$ cat src/rtl/vbi_pkg.sv
package vbi_pkg;
    localparam int CGMS_BITS  = 20;
    localparam int CRC_BITS   = 6;
    localparam int CRC_COVER  = CGMS_BITS - CRC_BITS;
    localparam int WSS_BITS   = 14;
    localparam int RUNIN_N    = 29;
    localparam int START_N    = 24;
    localparam int BIPHASE_N  = 6;
    localparam int CGMS_ELEMS = 1 + CGMS_BITS;
    localparam int WSS_HDR    = RUNIN_N + START_N;
    localparam int WSS_ELEMS  = WSS_HDR + WSS_BITS * BIPHASE_N;
    localparam int IDX_W      = $clog2(WSS_ELEMS);

    // element 0 sits in the most significant position
    localparam logic [RUNIN_N-1:0] RUNIN_PAT = 29'b11111000111000111000111000111;
    localparam logic [START_N-1:0] START_PAT = 24'b000111100011110000011111;
    localparam logic [CRC_BITS-1:0] CRC_PRESET = 6'h3F;
    localparam logic [CRC_BITS-1:0] CRC_TAPS   = 6'h03;
endpackage

$ cat src/rtl/vbi_crc6.sv
module vbi_crc6
    import vbi_pkg::*;
(
    input  logic [CRC_COVER-1:0] data,
    output logic [CRC_BITS-1:0]  crc
);
    always_comb begin
        logic [CRC_BITS-1:0] c;
        logic fb;
        c = CRC_PRESET;
        for (int i = 0; i < CRC_COVER; i++) begin
            fb = c[CRC_BITS-1] ^ data[i];
            c  = {c[CRC_BITS-2:0], 1'b0};
            if (fb) c = c ^ CRC_TAPS;
        end
        crc = c;
    end
endmodule

$ cat src/rtl/vbi_cgms_elem.sv
module vbi_cgms_elem
    import vbi_pkg::*;
(
    input  logic [CGMS_BITS-1:0] word,
    input  logic [IDX_W-1:0]     idx,
    output logic                 level
);
    always_comb begin
        int pos;
        pos = int'(idx);
        if (pos == 0)              level = 1'b1;
        else if (pos <= CGMS_BITS) level = word[pos-1];
        else                       level = 1'b0;
    end
endmodule

$ cat src/rtl/vbi_wss_elem.sv
module vbi_wss_elem
    import vbi_pkg::*;
(
    input  logic [WSS_BITS-1:0] word,
    input  logic [IDX_W-1:0]    idx,
    output logic                level
);
    always_comb begin
        int pos, rel, bnum, phase;
        pos   = int'(idx);
        rel   = pos - WSS_HDR;
        bnum  = 0;
        phase = 0;
        if (pos < RUNIN_N) begin
            level = RUNIN_PAT[RUNIN_N-1-pos];
        end else if (pos < WSS_HDR) begin
            level = START_PAT[START_N-1-(pos-RUNIN_N)];
        end else if (pos < WSS_ELEMS) begin
            bnum  = rel / BIPHASE_N;
            phase = rel % BIPHASE_N;
            if (word[bnum]) level = (phase < BIPHASE_N/2);
            else            level = (phase >= BIPHASE_N/2);
        end else begin
            level = 1'b0;
        end
    end
endmodule

$ cat src/rtl/vbi_sig_inserter.sv
module vbi_sig_inserter
    import vbi_pkg::*;
#(
    parameter int LINE_W         = 10,
    parameter int CGMS_LINE_ODD  = 20,
    parameter int CGMS_LINE_EVEN = 283,
    parameter int WSS_LINE       = 23,
    parameter int CGMS_ELEM_LEN  = 4,
    parameter int WSS_ELEM_LEN   = 2
) (
    input  logic                 clk,
    input  logic                 rst_n,
    input  logic                 pal_mode,
    input  logic                 cgms_odd_en,
    input  logic                 cgms_even_en,
    input  logic                 crc_auto,
    input  logic [CGMS_BITS-1:0] cgms_bits,
    input  logic                 wss_en,
    input  logic [WSS_BITS-1:0]  wss_bits,
    input  logic [LINE_W-1:0]    line_num,
    input  logic                 field_odd,
    input  logic                 line_start,
    input  logic                 sample_en,
    output logic                 lvl_hi,
    output logic                 active
);
    localparam int MAX_LEN = (CGMS_ELEM_LEN > WSS_ELEM_LEN) ? CGMS_ELEM_LEN : WSS_ELEM_LEN;
    localparam int CNT_W   = $clog2(MAX_LEN + 1);
    localparam logic [CNT_W-1:0] CGMS_CNT_LAST = CNT_W'(CGMS_ELEM_LEN - 1);
    localparam logic [CNT_W-1:0] WSS_CNT_LAST  = CNT_W'(WSS_ELEM_LEN - 1);
    localparam logic [IDX_W-1:0] CGMS_IDX_LAST = IDX_W'(CGMS_ELEMS - 1);
    localparam logic [IDX_W-1:0] WSS_IDX_LAST  = IDX_W'(WSS_ELEMS - 1);

    typedef struct packed {
        logic                 run;
        logic                 is_wss;
        logic [IDX_W-1:0]     idx;
        logic [CNT_W-1:0]     cnt;
        logic [CGMS_BITS-1:0] cgms_word;
        logic [WSS_BITS-1:0]  wss_word;
    } seq_t;

    seq_t seq_d, seq_q;

    logic [CRC_BITS-1:0]  crc_val;
    logic [CGMS_BITS-1:0] cgms_full;
    logic                 cgms_lvl, wss_lvl;
    logic                 hit_cgms, hit_wss;
    logic [CNT_W-1:0]     cnt_last;
    logic [IDX_W-1:0]     idx_last;

    vbi_crc6 u_crc (
        .data (cgms_bits[CRC_COVER-1:0]),
        .crc  (crc_val)
    );

    vbi_cgms_elem u_cgms (
        .word  (seq_q.cgms_word),
        .idx   (seq_q.idx),
        .level (cgms_lvl)
    );

    vbi_wss_elem u_wss (
        .word  (seq_q.wss_word),
        .idx   (seq_q.idx),
        .level (wss_lvl)
    );

    always_comb begin
        cgms_full = crc_auto ? {crc_val, cgms_bits[CRC_COVER-1:0]} : cgms_bits;
        hit_cgms  = !pal_mode &&
                    (( field_odd && cgms_odd_en  && line_num == LINE_W'(CGMS_LINE_ODD)) ||
                     (!field_odd && cgms_even_en && line_num == LINE_W'(CGMS_LINE_EVEN)));
        hit_wss   = pal_mode && wss_en && line_num == LINE_W'(WSS_LINE);
        cnt_last  = seq_q.is_wss ? WSS_CNT_LAST : CGMS_CNT_LAST;
        idx_last  = seq_q.is_wss ? WSS_IDX_LAST : CGMS_IDX_LAST;

        seq_d = seq_q;
        if (!seq_q.run) begin
            if (line_start && (hit_cgms || hit_wss)) begin
                seq_d.run       = 1'b1;
                seq_d.is_wss    = hit_wss;
                seq_d.idx       = '0;
                seq_d.cnt       = '0;
                seq_d.cgms_word = cgms_full;
                seq_d.wss_word  = wss_bits;
            end
        end else if (sample_en) begin
            if (seq_q.cnt == cnt_last) begin
                seq_d.cnt = '0;
                if (seq_q.idx == idx_last) seq_d.run = 1'b0;
                else                       seq_d.idx = seq_q.idx + 1'b1;
            end else begin
                seq_d.cnt = seq_q.cnt + 1'b1;
            end
        end
    end

    always_ff @(posedge clk or negedge rst_n) begin
        if (!rst_n) seq_q <= '0;
        else        seq_q <= seq_d;
    end

    assign active = seq_q.run;
    assign lvl_hi = seq_q.run & (seq_q.is_wss ? wss_lvl : cgms_lvl);

    // no level while the window is closed
    p_dark_idle_r11: assert property (@(posedge clk) disable iff (!rst_n)
        !active |-> !lvl_hi);

    // position frozen while the strobe is low
    p_hold_no_strobe_r9: assert property (@(posedge clk) disable iff (!rst_n)
        (seq_q.run && !sample_en) |=> (seq_q.run && $stable(seq_q.idx) && $stable(seq_q.cnt)));

    // a line only opens after a start pulse
    p_open_on_start_r2: assert property (@(posedge clk) disable iff (!rst_n)
        $rose(active) |-> $past(line_start));

    // reference pulse at high level
    p_ref_pulse_r3: assert property (@(posedge clk) disable iff (!rst_n)
        (seq_q.run && !seq_q.is_wss && seq_q.idx == '0) |-> lvl_hi);

    // first run-in element is high
    p_runin_head_r6: assert property (@(posedge clk) disable iff (!rst_n)
        (seq_q.run && seq_q.is_wss && seq_q.idx == '0) |-> lvl_hi);

    // captured payload is stable for the whole line
    p_capture_hold_r10: assert property (@(posedge clk) disable iff (!rst_n)
        (seq_q.run && $past(seq_q.run)) |-> ($stable(seq_q.cgms_word) && $stable(seq_q.wss_word) && $stable(seq_q.is_wss)));
endmodule

$ cat config.mk
export PLATFORM = sky130hd
export DESIGN_NAME = vbi_sig_inserter
export DESIGN_NICKNAME = d
export VERILOG_FILES = /design/src/rtl/vbi_pkg.sv /design/src/rtl/vbi_crc6.sv /design/src/rtl/vbi_cgms_elem.sv /design/src/rtl/vbi_wss_elem.sv /design/src/rtl/vbi_sig_inserter.sv
export SDC_FILE = /design/constraint.sdc
export NUM_CORES = 1
export LEC_CHECK = 0
export ABC_AREA = 1
export BUFFER_PORTS_ARGS = -buffer_cell sky130_fd_sc_hd__buf_2
export CAP_MARGIN = 30
export CELL_PAD_IN_SITES_DETAIL_PLACEMENT = 1
export CELL_PAD_IN_SITES_GLOBAL_PLACEMENT = 2
export CORE_MARGIN = 2
export CORE_UTILIZATION = 30
export DETAILED_ROUTE_END_ITERATION = 8
export GPL_TIMING_DRIVEN = 0
export PLACE_DENSITY = 0.87
export SETUP_SLACK_MARGIN = 0.4
export SLEW_MARGIN = 20
export SYNTH_ARGS = -nofsm -noshare
export SYNTH_HDL_FRONTEND = slang
export SYNTH_HIERARCHICAL = 1
export SYNTH_SLANG_ARGS = --single-unit
$ cat constraint.sdc
create_clock -name clk -period 15.7 [get_ports clk]
set_clock_uncertainty 0.05 [all_clocks]
set_input_delay 3.14 -clock clk [delete_from_list [all_inputs] [get_ports clk]]
set_output_delay 3.14 -clock clk [all_outputs]
set_load 0.01 [all_outputs]
==> results of run 1 <==
## how the worst max path moves through the flow
stage	from	endpoint	slack (ns)	cells after the start
2_1_floorplan	seq_q[37]$_DFFE_PN0P_	lvl_hi	8.00	39
3_3_place_gp	seq_q[37]$_DFFE_PN0P_	lvl_hi	6.93	41
3_5_place_dp	seq_q[37]$_DFFE_PN0P_	lvl_hi	6.78	40
4_1_cts	seq_q[37]$_DFFE_PN0P_	lvl_hi	6.47	40
5_1_grt	seq_q[37]$_DFFE_PN0P_	lvl_hi	5.80	40
6_report	seq_q[37]$_DFFE_PN0P_	lvl_hi	6.55	40
## area by class of cell
| type | count | area, sq um |
|---|---|---|
| fillers | 1874 | 8991 |
| multi-input cells | 506 | 2616 |
| flip-flops and latches | 47 | 1176 |
| inverters | 114 | 430.4 |
| repair buffers | 55 | 290.3 |
| well taps | 180 | 225.2 |
| clock buffers | 6 | 128.9 |
| plain buffers | 16 | 117.6 |
| clock inverters | 2 | 12.51 |
## metrics by stage
stage / worst slack (ns) / util / instance area (sq um) / cells
2_1_floorplan: 7.997 / - / 4340 / 683
3_3_place_gp: 6.935 / 0.3457 / 4836 / 917
3_5_place_dp: 6.783 / 0.3471 / 4856 / 918
4_1_cts: 6.468 / 0.3572 / 4997 / 926
5_1_grt: 5.803 / 0.3572 / 4997 / 926
6_report: 6.552 / 0.3572 / 4997 / 926
## where the power goes
group / switching (uW) / total [uW] / leakage, uW / internal (uW)
Clock: 44.8 / 104 / 0.0000669 / 58.8
Sequential: 1.83 / 125 / 0.000647 / 123
Combinational: 21.5 / 37.4 / 0.00203 / 15.9
Total: 68.1 / 266 / 0.00274 / 198
## routing by layer
metal  share of wire  global-route usage
met1            0.45              0.1839
met2            0.52              0.2996
met3           0.022             0.01890
met4           0.012             0.03900
met5               0                   0
## kinds of logic after synthesis
family,Yosys count,share of synthesized area
buffers and inverters,130,0.1263
multiplexers,6,0.01384
adder cells (fa/ha/maj),14,0.04036
AND/OR/NAND/NOR,385,0.3969
flip-flops,47,0.2710
XOR/XNOR,23,0.04814
AO/OA/AOI/OAI,78,0.1035
## cell usage after synthesis, types with 2 or more instances
master | number | area [sq um]
inv_1 | 103 | 386.6
o22ai_1 | 2 | 12.51
buf_6 | 5 | 56.30
a21oi_1 | 14 | 70.07
or2_2 | 2 | 12.51
clkbuf_1 | 2 | 7.510
buf_2 | 4 | 20.02
o21ai_1 | 11 | 55.05
nor3_1 | 3 | 15.01
o21ai_2 | 7 | 61.31
mux2i_1 | 6 | 60.06
o21ai_0 | 33 | 165.2
o211ai_1 | 4 | 30.03
nand2_2 | 26 | 162.7
clkbuf_2 | 3 | 15.01
nand3_2 | 7 | 70.07
xor2_1 | 11 | 96.34
dfrtp_1 | 47 | 1176
xnor2_1 | 11 | 96.34
inv_2 | 9 | 33.78
nand4_1 | 8 | 50.05
nand3_1 | 62 | 310.3
nor2_1 | 55 | 206.5
ha_1 | 14 | 175.2
nand2_1 | 212 | 795.8
a31oi_1 | 2 | 12.51
nand3b_1 | 4 | 30.03
## worst reg2reg max path, delay by kind of cell, from the launching register on
kind                       cells  cell delay [ns]
adders and majority gates      1             0.22
buffers and inverters          1             0.10
DFF                            1             0.78
and+or+nand+nor                7             0.91
## sequential cells by signal, summed over array words and instances, names as in the netlist
name    cells
seq_q      46
active      1
==> out/qor.yml, run 1 <==
yosys:
  synth_cell_types: 43
  synthFlopType: "dfrtp_1"
  synth_cells: 683
  syn-num-nets: 751
  synth_edf_count: 0
  synth_seq_cells: 47
  syn_area_sq_um: 4340
  synth.avg_cell_area_sq_um: 6.355
  synth-seq-area-share: 0.2710
  yosys_warnings: 6
  async_flop_share: 1.000
floorplan:
  std_cell_rows: 43
  initial_core_util: 0.3103
  die_area_sq_um: 15450
  ios: 56
  die_h_microns: 124.3
  coreArea_sq_um: 13990
  dieWidth_microns: 124.3
timing:
  final-hold-violation-count: 0
  timing.setup.tns_ns: 0
  setup_violations: 0
  fmax_ghz: 0.1093
  drv_slew: 0
  period_needed_ns: 9.148
  finalCritPeriodShare: 0.5827
  hold_ws_ns: 0.4361
  worst_slew_pin_slew_ns: 0.6857
  relSlewSlack: 0.5429
  rsz0062_at_grt: "no"
clock_tree:
  clkTransAtPathRegs_ns: 0.06
  htreeDepth: 2
  cts_root_buffer: "clkbuf_16"
  numCtsBuffers: 5
  hold_buffers: 0
  cts_tree: "built"
  postCtsSetupBuffers: 0
  clk_path_buf_depth: 2
  cts_resized: 0
  cts_sinks: 47
  clock_latency_ns: 0.29
routing:
  vias: 4355
  ant_nets: 0
  drt_iter0_markers: 118
  vias_per_cell: 4.703
  routed_wl_microns: 11690
  drc: 0
  wire_per_inst_microns: 12.63
  drtPass1Iterations: 4
pwr:
  leakage_uw: 0.002744
  ir_drop_v: 0.00007331
  finalPower_uw: 266.2
  p_per_area_nw_per_um2: 53.28
grt:
  grt_pass1_wl_microns: 20850
  grt.overflow.total: 0
  first_global_vias: 4674
  grtUsageTotal: 0.1567
  grt_max_degree: 34
  grt_antenna_before_repair: 0
critical_path:
  max_stage_delay_ns: 0.78
  rr_endpoint: "seq_q[42]$_DFFE_PN0P_"
  cpMostUsedCell: "nand2_1"
  required_ns: 12.51
  crit_path_end_kind: "output port"
  reg2reg_setup_slack_ns: 13.52
  critPathArrivalTime_ns: 5.96
  worst-path-buf-inv: 6
  start_kind: "flop"
  critical_path_class: "reg -> out"
  slowest_stage: "dfrtp_1"
  cp_top_family: "simple AND/OR/NAND/NOR gates"
  ff2ff_path_depth: 9
  r2r_start: "seq_q[37]$_DFFE_PN0P_"
  cp_max_fo: 17
hold_path:
  hold_path_end: "seq_q[32]$_DFFE_PN0P_"
  min_from: "seq_q[32]$_DFFE_PN0P_"
  hold_path_depth: 2
  hold_class: "reg -> reg"
placed_design:
  portBuffers: 54
  gp_congestion: 0.8429
  dp_hpwl_microns: 9659
status:
  status: "finished clean"
layout:
  final_common_cell: "nand2_1"
  final_layout_size_suffix_gt1_frac: 0.1796
  antennaDiodeCount: 0
  layout.nets: 813
  area_delta_synth_final_pct: 15.13
  layout_common_cells: "nand2_1, inv_1, nand3_1"
job:
  maxCapViolations: 0
Note: power is estimated with default switching activity, not from simulation.
==> run 2, diff against run 1 <==
- ABC_AREA: 1 -> 0
- PLACE_DENSITY: 0.87 -> 0.77
- clock period: 15.7 -> 9.2 ns (I/O delays scaled with it)
==> out/qor.yml, run 2 <==
routing:
  wire_per_inst_microns: 16.83
  routed_wl_microns: 13450
  drc: 0
  drtPass1Iterations: 4
  vias: 4306
  ant_nets: 0
  drt_iter0_markers: 226
  vias_per_cell: 5.389
layout:
  instances_no_fill: 799
  design_area_sq_um: 5703
  top_register: "seq_q"
  largest_reg_flops: 46
  layout.nets: 650
  antennaDiodeCount: 0
  nFillCells: 1816
  area_delta_synth_final_pct: 18.05
  layout_common_cells: "buf_2, dfrtp_1, nor2_1"
  final_layout_size_suffix_gt1_frac: 0.2847
  utilization: 0.3603
  final_common_cell: "buf_2"
critical_path:
  slowest_stage: "or4b_1"
  start_kind: "flop"
  r2r_start: "active$_DFF_PN0_"
  cp_top_family: "simple AND/OR/NAND/NOR gates"
  required_ns: 7.31
  critical_path_class: "reg -> out"
  critPathArrivalTime_ns: 6.50
  reg2reg_setup_slack_ns: 6.62
  crit_start: "seq_q[37]$_DFFE_PN0P_"
  cp_max_fo: 10
  max_stage_delay_ns: 0.56
  worst-path-buf-inv: 7
  crit_path_end_kind: "output port"
timing:
  hold_ws_ns: 0.4572
  setup_violations: 0
  timing.setup.tns_ns: 0
  drv_slew: 0
  final-hold-violation-count: 0
  rsz0062_at_grt: "no"
  fmax_ghz: 0.1192
  worst_slew_pin_slew_ns: 0.8474
  period_needed_ns: 8.390
  relSlewSlack: 0.4303
  finalCritPeriodShare: 0.9119
grt:
  first_global_vias: 4501
  grt_max_degree: 26
  grt.overflow.total: 0
  grt_antenna_before_repair: 0
  grt_pass1_wl_microns: 22690
  grtUsageTotal: 0.1633
yosys:
  synth.most_common_cell: "dfrtp_1"
  synth_top_area_share: 0.2435
  syn-num-nets: 577
  synth_cell_types: 89
  synth_edf_count: 0
  yosys.area.top_type: "dfrtp_1"
  synthFlopType: "dfrtp_1"
  synth.avg_cell_area_sq_um: 9.491
  synth.top_cells.by_count: "dfrtp_1, nor2_1, nand2_1"
  syn_area_sq_um: 4831
  synth_seq_cells: 47
  async_flop_share: 1.000
  synth-seq-area-share: 0.2435
  synth.area.top_cells: "dfrtp_1, mux2_4, mux2i_1"
  yosys_warnings: 6
  synth_cells: 509
clock_tree:
  htreeDepth: 2
  clkTransAtPathRegs_ns: 0.06
  cts_tree: "built"
  cts_sinks: 47
  numCtsBuffers: 5
  cts_root_buffer: "clkbuf_16"
  clock_latency_ns: 0.29
  hold_buffers: 0
  clk_path_buf_depth: 2
status:
  status: "finished clean"
hold_path:
  min_from: "seq_q[24]$_DFFE_PN0P_"
  hold_class: "reg -> reg"
placed_design:
  dp_hpwl_microns: 10350
  portBuffers: 54
  place_area_sq_um: 5391
  gp_congestion: 0.8187
  dpl.cell_count: 780
floorplan:
  die_area_sq_um: 17130
  die_h_microns: 130.9
  std_cell_rows: 46
  ios: 56
  initial_core_util: 0.3052
  dieWidth_microns: 130.9
  coreArea_sq_um: 15830
pwr:
  p_per_area_nw_per_um2: 203.7
  ir_drop_v: 0.00009137
  leakage_uw: 0.002529
job:
  maxCapViolations: 0
[run 2: final cells by class]
cell class | instances | area [sq um] | area share
buffer | 32 | 236.5 | 0.04147
clock buffer | 7 | 142.6 | 0.02501
clock inverter | 1 | 8.758 | 0.001536
inverter | 19 | 71.32 | 0.01251
multi-input combinational | 411 | 3422 | 0.6000
sequential | 47 | 1179 | 0.2067
tap | 216 | 270.3 | 0.04739
timing repair buffer | 66 | 372.9 | 0.06538
[run 2: timing repair]
| action | in CTS | in global routing |
|---|---|---|
| gates resized for setup | 6 | 10 |
| buffers inserted | 2 | 9 |
| pin swaps | 3 | 4 |
| setup endpoints to repair | 1 | 1 |
[run 2: path summary, 6_finish.rpt]
| check | to | cells after the start |
|---|---|---|
| setup / recovery | lvl_hi | 30 |
| hold reg to reg | seq_q[24]$_DFFE_PN0P_ | 1 |
| setup reg to reg | seq_q[27]$_DFFE_PN0P_ | 6 |
| min in group asynchronous | seq_q[23]$_DFFE_PN0P_ | 1 |
| max in group asynchronous | seq_q[38]$_DFFE_PN0P_ | 2 |
| hold / removal | seq_q[24]$_DFFE_PN0P_ | 1 |
[run 2: cell families after synthesis]
| group | synth area share |
|---|---|
| xor+xnor | 0.07123 |
| compound gates | 0.1948 |
| mux | 0.1720 |
| flops | 0.2435 |
| buf+inv | 0.06268 |
| simple gates | 0.2168 |
| fa+ha+maj | 0.03911 |
[run 2: metrics by stage]
step	power [uW]	worst slack, ns
2_1_floorplan	755.2	1.758
3_5_place_dp	913.6	0.4067
5_1_grt	1252	0.3511
4_1_cts	1116	0.4507
3_3_place_gp	889.9	0.4657
6_report	1162	0.8102
[run 2: routing by layer]
| metal | routed length (microns) | vias up | GRT usage |
|---|---|---|---|
| li1 | - | 2069 | - |
| met1 | 6128 | 2155 | 0.2122 |
| met2 | 6817 | 66 | 0.2914 |
| met3 | 308 | 16 | 0.01629 |
| met4 | 193 | 0 | 0.04068 |
| met5 | 0 | - | 0 |
[run 2: where the power goes]
part | leakage (uW) | switching, uW | internal, uW | total [uW]
combinational | 0.00183 | 415 | 324 | 739
sequential | 0.000628 | 17.9 | 215 | 233
clock | 0.0000741 | 80.7 | 109 | 190
==> run 3, diff against run 2 <==
- CORE_ASPECT_RATIO: not set -> 1.75
- HOLD_SLACK_MARGIN: not set -> 0.05
- PLACE_DENSITY: 0.77 -> not set
- PLACE_DENSITY_LB_ADDON: not set -> 0.12
==> out/qor.yml, run 3 (synthesis results as in run 2) <==
status:
  status: "finished clean"
timing:
  fmax_ghz: 0.1193
  relSlewSlack: 0.3759
  final-hold-violation-count: 0
  finalCritPeriodShare: 0.9107
  setup_violations: 0
  drv_slew: 0
  worst_slew_pin_slew_ns: 0.9362
  timing.setup.tns_ns: 0
  period_needed_ns: 8.379
  rsz0062_at_grt: "no"
routing:
  drtPass1Iterations: 6
  wire_per_inst_microns: 18.87
  ant_nets: 0
  wl_met3_microns: 216
  m1WireLength_microns: 5348
  wl_met2_microns: 8682
  top_layer_used: "met4"
  vias: 4288
  drt_iter0_markers: 96
  vias_per_cell: 5.540
  routed_wl_microns: 14610
  drc: 0
grt:
  first_global_vias: 4545
  grt.overflow.total: 0
  grt_max_degree: 26
  grtUsageTotal: 0.1741
  grt_antenna_before_repair: 0
  grt_pass1_wl_microns: 23670
pwr:
  leakage_uw: 0.002547
  finalPower_uw: 1248
  ir_drop_v: 0.00009989
  p_per_area_nw_per_um2: 217.5
clock_tree:
  cts_sinks: 47
  numCtsBuffers: 5
  htreeDepth: 2
  hold_buffers: 0
  clk_path_buf_depth: 2
  clkTransAtPathRegs_ns: 0.07
  clock_latency_ns: 0.30
  cts_root_buffer: "clkbuf_16"
  cts_tree: "built"
critical_path:
  ff2ff_path_depth: 5
  slowest_stage: "dfrtp_2"
  reg2reg_setup_slack_ns: 6.55
  critical_path_class: "reg -> out"
  r2r_start: "active$_DFF_PN0_"
  cp_max_fo: 10
  max_stage_delay_ns: 0.41
  required_ns: 7.31
  critPathArrivalTime_ns: 6.49
  cpMostUsedCell: "nand2_1"
  rr_endpoint: "seq_q[42]$_DFFE_PN0P_"
  crit_path_end_kind: "output port"
  start_kind: "flop"
floorplan:
  die_h_microns: 171.9
  dieWidth_microns: 99.93
  die_area_sq_um: 17170
  ios: 56
  initial_core_util: 0.3058
  coreArea_sq_um: 15800
  std_cell_rows: 61
layout:
  top_register: "seq_q"
  layout.nets: 652
  final_layout_size_suffix_gt1_frac: 0.2923
  antennaDiodeCount: 0
  area_delta_synth_final_pct: 18.75
  design_area_sq_um: 5737
  largest_reg_flops: 46
  final_common_cell: "buf_2"
  layout_common_cells: "buf_2, dfrtp_1, nor2_1"
placed_design:
  dp_hpwl_microns: 11540
  portBuffers: 54
  place_area_sq_um: 5363
  gp_congestion: 0.7988
hold_path:
  min_from: "seq_q[26]$_DFFE_PN0P_"
  hold_class: "reg -> reg"
  hold_path_end: "seq_q[26]$_DFFE_PN0P_"
  hold_path_depth: 1
job:
  maxCapViolations: 0
## run 3: cell count changes in the layout (fill, tap and decap cells not counted), sizes merged
cell / before / now
clkinvlp: 0 / 1
buf: 86 / 88
clkbuf: 19 / 17
bufinv: 0 / 2
clkinv: 1 / 0
## run 3: repair_timing
item,4_1_cts,5_1_grt
resized for setup,6,13
buffers inserted,3,9
pin swaps,3,4
endpoints found under the setup margin,1,1
cloned,0,0
## run 3: where the power goes
part,internal (uW),leakage [uW],switching [uW]
Combinational,342,0.00182,427
Sequential,215,0.000628,18.6
Clock,158,0.0000959,87.5
## run 3: layout make-up
type	instances	area [sq um]
sequential	47	1179
timing repair buffer	68	385.4
fill	1834	10060
inverter	19	75.07
multi-input combinational	411	3428
clock buffer	5	125.1
tap	189	236.5
buffer	32	236.5
clock inverter	3	71.32
## run 3: critical path: cells and delay by family, from the launching register on
kind	cells	cell delay [ns]
AND/OR/NAND/NOR	9	1.36
adder cells (fa/ha/maj)	4	1.12
buffers and inverters	7	1.09
AO/OA/AOI/OAI	6	1.08
multiplexers	3	0.87
flip-flops	1	0.41
XOR/XNOR	1	0.25
## run 3: worst max-delay path by stage
| stage | cells after the start | startpoint | slack, ns | end |
|---|---|---|---|---|
| 6_report | 30 | seq_q[37]$_DFFE_PN0P_ | 0.82 | lvl_hi |
| 5_1_grt | 30 | seq_q[37]$_DFFE_PN0P_ | 0.41 | lvl_hi |
| 4_1_cts | 28 | seq_q[37]$_DFFE_PN0P_ | 0.40 | lvl_hi |
| 3_3_place_gp | 28 | seq_q[37]$_DFFE_PN0P_ | 0.35 | lvl_hi |
| 2_1_floorplan | 28 | seq_q[37]$_DFFE_PN0P_ | 1.76 | lvl_hi |
| 3_5_place_dp | 28 | seq_q[37]$_DFFE_PN0P_ | 0.24 | lvl_hi |
## run 3: layer usage
metal  global-route usage  vias to the layer above
li1                     -                     2070
met1               0.1780                     2131
met2               0.3619                       69
met3             0.006871                       18
met4              0.06432                        0
met5                    0                        -
## run 3: metrics by stage
step / cells / setup slack (ns) / util / hold WS [ns]
4_1_cts: 765 / 0.4035 / 0.3558 / 0.4509
2_1_floorplan: 509 / 1.758 / - / 0.3991
5_1_grt: 774 / 0.4075 / 0.3631 / 0.4822
6_report: 774 / 0.8211 / 0.3631 / 0.4416
3_3_place_gp: 752 / 0.3506 / 0.3378 / 0.4128
3_5_place_dp: 754 / 0.2361 / 0.3394 / 0.4347
